<file path="config.mk">
export PLATFORM = sky130hd
export DESIGN_NAME = frame_timer
export DESIGN_NICKNAME = d
export VERILOG_FILES = /design/src/rtl/frame_timer_pkg.sv /design/src/rtl/ft_control.sv /design/src/rtl/ft_datapath.sv /design/src/rtl/frame_timer.sv
export SDC_FILE = /design/constraint.sdc
export NUM_CORES = 1
export LEC_CHECK = 0
export BUFFER_PORTS_ARGS = -buffer_cell sky130_fd_sc_hd__buf_2
export CAP_MARGIN = 20
export CORE_MARGIN = 1.5
export CORE_UTILIZATION = 50
export CTS_BUF_LIST = sky130_fd_sc_hd__clkbuf_16
export CTS_CLUSTER_DIAMETER = 60
export DETAILED_ROUTE_END_ITERATION = 7
export GPL_TIMING_DRIVEN = 0
export MAX_ROUTING_LAYER = met4
export PLACE_DENSITY_LB_ADDON = 0.1
export SYNTH_ARGS = -nofsm -noshare
export SYNTH_HDL_FRONTEND = slang
export SYNTH_SLANG_ARGS = --single-unit
</file>
<file path="constraint.sdc">
create_clock -name clk -period 2.1 [get_ports clk]
set_input_delay 0.42 -clock clk [delete_from_list [all_inputs] [get_ports clk]]
set_output_delay 0.42 -clock clk [all_outputs]
set_load 0.03 [all_outputs]
</file>
<file path="src/rtl/frame_timer_pkg.sv">
package frame_timer_pkg;
  localparam int CFG_W          = 3;
  localparam int CFG_ENABLE_BIT = 0;
  localparam int CFG_FREEZE_BIT = 1;
  localparam int CFG_EOFSEL_BIT = 2;

  typedef struct packed {
    logic inc;
    logic clr;
    logic cap;
  } timer_strobe_t;
endpackage

</file>
<file path="src/rtl/ft_control.sv">
module ft_control
  import frame_timer_pkg::*;
(
  input  logic             clk,
  input  logic             rstN,
  input  logic             cfgWrEn,
  input  logic [CFG_W-1:0] cfgWrData,
  input  logic             cfgWrProtect,
  input  logic             timerClear,
  input  logic             sofPulse,
  input  logic             eofPulse,
  input  logic             atMax,
  output timer_strobe_t    strobe
);
  logic [CFG_W-1:0] cfgReg;
  logic enabled, freezeOn, eofSel, eventHit;

  always_ff @(posedge clk) begin
    if (!rstN) cfgReg <= '0;
    else if (cfgWrEn && !cfgWrProtect) cfgReg <= cfgWrData;
  end

  assign enabled  = cfgReg[CFG_ENABLE_BIT];
  assign freezeOn = cfgReg[CFG_FREEZE_BIT];
  assign eofSel   = cfgReg[CFG_EOFSEL_BIT];
  assign eventHit = eofSel ? eofPulse : sofPulse;

  always_comb begin
    strobe.clr = timerClear;
    strobe.inc = enabled && !timerClear && !(freezeOn && atMax);
    strobe.cap = enabled && eventHit;
  end


  write_protect_chk: assert property (@(posedge clk) disable iff (!rstN)
    (cfgWrEn && cfgWrProtect) |=> $stable(cfgReg));


  freeze_hold_chk: assert property (@(posedge clk) disable iff (!rstN)
    (freezeOn && atMax) |-> !strobe.inc);


  disabled_idle_chk: assert property (@(posedge clk) disable iff (!rstN)
    !enabled |-> (!strobe.inc && !strobe.cap));
endmodule

</file>
<file path="src/rtl/ft_datapath.sv">
module ft_datapath
  import frame_timer_pkg::*;
#(
  parameter int CNT_W = 16
) (
  input  logic             clk,
  input  logic             rstN,
  input  timer_strobe_t    strobe,
  output logic [CNT_W-1:0] count,
  output logic [CNT_W-1:0] stamp,
  output logic             atMax
);
  localparam logic [CNT_W-1:0] CNT_MAX = '1;

  always_ff @(posedge clk) begin
    if (!rstN)           count <= '0;
    else if (strobe.clr) count <= '0;
    else if (strobe.inc) count <= count + 1'b1;
  end

  always_ff @(posedge clk) begin
    if (!rstN)           stamp <= '0;
    else if (strobe.cap) stamp <= count;
  end

  assign atMax = (count == CNT_MAX);


  clear_zero_chk: assert property (@(posedge clk) disable iff (!rstN)
    strobe.clr |=> (count == '0));


  capture_value_chk: assert property (@(posedge clk) disable iff (!rstN)
    strobe.cap |=> (stamp == $past(count)));


  count_hold_chk: assert property (@(posedge clk) disable iff (!rstN)
    (!strobe.inc && !strobe.clr) |=> $stable(count));
endmodule

</file>
<file path="src/rtl/frame_timer.sv">
module frame_timer
  import frame_timer_pkg::*;
#(
  parameter int CNT_W = 16
) (
  input  logic             clk,
  input  logic             rstN,
  input  logic             cfgWrEn,
  input  logic [CFG_W-1:0] cfgWrData,
  input  logic             cfgWrProtect,
  input  logic             timerClear,
  input  logic             sofPulse,
  input  logic             eofPulse,
  output logic [CNT_W-1:0] timerValue,
  output logic [CNT_W-1:0] stampValue
);
  timer_strobe_t strobe;
  logic atMax;

  ft_control ctrl (
    .clk(clk), .rstN(rstN), .cfgWrEn(cfgWrEn), .cfgWrData(cfgWrData),
    .cfgWrProtect(cfgWrProtect), .timerClear(timerClear),
    .sofPulse(sofPulse), .eofPulse(eofPulse), .atMax(atMax), .strobe(strobe)
  );

  ft_datapath #(.CNT_W(CNT_W)) dpath (
    .clk(clk), .rstN(rstN), .strobe(strobe),
    .count(timerValue), .stamp(stampValue), .atMax(atMax)
  );
endmodule

</file>
==> run metrics <==
fin crit share 90.3%; vias per inst 5.59; Req. time, crit path between 2000 and 2500 ps; static leakage 0.844 nW; Syn Area/Cell 9.06 µm²; row count 20; Tot GR Track Use 25.3%; post-DR wirelength/cell between 10 and 15 µm; EDFF count, synth 0; number of max-cap violations 0; crit-path max cell delay 400 ps; die height 60.8 µm; PwrDens ~690 nW/µm²; CP dominant cell by count and4_4; grt ovf 0; critical path's top delay family simple AND/OR/NAND/NOR gates; Hold Crit Class primary input to flip-flop; slowest CP cell a21boi_0; post-detailed-route count of antenna-violating nets 0; vias in the first global route ~1400; DRC viols 0; status completed; CP bufs+invs 1; Cells after DPL 269; Worst-Margin Slew about 470 ps; Detailed Place HPWL a little under 3000 µm; # IOs 42; fmax 527 MHz; area grow syn2layout 24.1%; CP endpoint kind flip-flop; Post-Syn Nets 195; vias post-DR 1549; Critical Path Start Type flip-flop; Post-synth ARST share 0%; Distinct cells, synth 37; synth warn 0; Post-CTS Resized 0; root buf cell clkbuf_16; most frequent cells in the layout 42 x buf_2, 35 x dfxtp_1, 30 x nand2_1; largest net degree at the start of global routing 12; drt first pass iters 6; initial core utilization 53.8%; DRT iter0 DRCs between 90 and 100; share of cells above drive strength 1 27.9%; Netlist Area Pre-Place ~1700 µm²; IO Port Bufs 41; GPL Wtd Cong roughly 0.82; most common cell after layout, fill and taps aside buf_2; nets@finish 243; synthesized flop and latch total 35; Fill cells 285; non-filler cells in the finished layout roughly 280; initial antenna violation count 0; clk_lat worst skew 280 ps; hold slack 416 ps; predominant post-synthesis flop cell dfxtp_1; Seq/Total Area, Yosys 42.0%; final setup fails 0; Syn Inst Count between 150 and 200; first-pass GRT wire length 6710 µm; die width 60.8 µm; Layout Skew 4.20 ps; CTS Buf Count 5; Max clock buf depth 2; Setup TNS Final 0 ps; critical path type flip-flop to flip-flop; DRT Wirelength 3990 µm; CTS tree built; RSZ-0062 raised after global routing false; # hold bufs at CTS 0; worst path cell trace ha_1, and4_4, and4_4, buf_6, a21boi_0, mux2i_1; final slew viol count 0; Critical Path AT around 2100 ps; crit path time final 1900 ps; Die Area 3690 µm²; Max-slew headroom 68.5%; Antenna Cells 0; Peak VDD IR 0.000518 V; setup bufs post-CTS 0; Core Footprint 3100 µm²; CP Max Fanout 6; H-tree depth 2; final hold vios 0; CTS Sinks 35; clock-pin slew on the worst setup and hold paths 60 ps
-- layer usage --
layer / up-vias / part of all wire, % / track usage, %
met4: 0 / 1.0 / 8.07
met3: 6 / 4.0 / 6.61
met2: 38 / 50 / 41.3
met1: 733 / 45 / 30.3
met5: - / 0 / -
li1: 772 / - / -
-- area by class of cell --
cell class	instances	area, µm²	area share [%]
well taps	44	55.1	2.66
repair buffers	41	205	9.92
plain buffers	12	83.8	4.05
multi-input cells	137	883	42.7
flip-flops and latches	35	701	33.9
clock buffers	5	125	6.05
clock inverters	3	16.3	0.786
-- synthesized netlist by cell type (2+ instances only) --
library cell  number  area, µm²
dfxtp_1           35        701
nand2_1           30        113
nand3_1           19       95.1
a21boi_0          17        128
a21oi_1            7       35.0
mux2i_1            7       70.1
nor2b_1            6       37.5
clkbuf_1           5       18.8
nand2b_1           5       31.3
buf_6              4       45.0
nand4_1            4       25.0
o31ai_1            4       30.0
or4_1              4       30.0
o21ai_0            3       15.0
o41ai_1            3       26.3
a211oi_1           2       15.0
a31oi_1            2       12.5
and2_1             2       12.5
and3_2             2       15.0
and4_1             2       17.5
and4_4             2       22.5
buf_4              2       15.0
o21a_1             2       15.0
o311ai_0           2       17.5
-- metrics by stage --
| stage | total power [mW] | util, % | instance area (µm²) | setup slack (ps) |
|---|---|---|---|---|
| after CTS | 1.44 | 66.7 | 2070 | 209 |
| after detailed placement | 0.745 | 62.1 | 1930 | 227 |
| after global placement | 0.743 | 62.1 | 1930 | 259 |
| final | 1.44 | 66.7 | 2070 | 203 |
| after global routing | 1.48 | 66.7 | 2070 | 127 |
| after floorplan | 0.725 | - | 1670 | 207 |
-- power breakdown --
part	internal (mW)	total (mW)	leakage [nW]	switching [mW]
Combinational	0.0253	0.0612	0.491	0.0359
Clock	0.432	0.707	0.0710	0.274
Sequential	0.667	0.669	0.282	0.00208
Total	1.12	1.44	0.844	0.312
-- worst min-delay path: stages --
cell and delay (ps):
buf_2 80, mux2i_1 60, nor2b_1 100
-- worst paths after layout --
path	to	from	cells after the start	slack [ps]
worst max-delay path	dpath.count[0]	dpath.count[0]	6	200
worst min-delay path	ctrl.cfgReg[1]	cfgWrData[1]	3	420
worst max register to register	dpath.count[0]	dpath.count[0]	6	200
worst min register to register	dpath.stamp[13]	dpath.stamp[13]	2	460
-- flip-flops by register name, summed over array words and instances, names as in the netlist --
signal / cells
dpath.stamp: 16
ctrl.cfgReg: 3
dpath.count: 16
-- logic make-up (layout without fill, tap and decap cells) --
logic type / after synthesis / after routing / synth area share (%)
AOI/OAI and AO/OA: 43 / 43 / 18.3
adders and majority gates: 1 / 1 / 0.750
buffers and inverters: 12 / 61 / 5.03
DFF: 35 / 35 / 42.0
muxes: 8 / 8 / 4.88
and+or+nand+nor: 85 / 85 / 29.0
(Power assumes the default switching activity.)
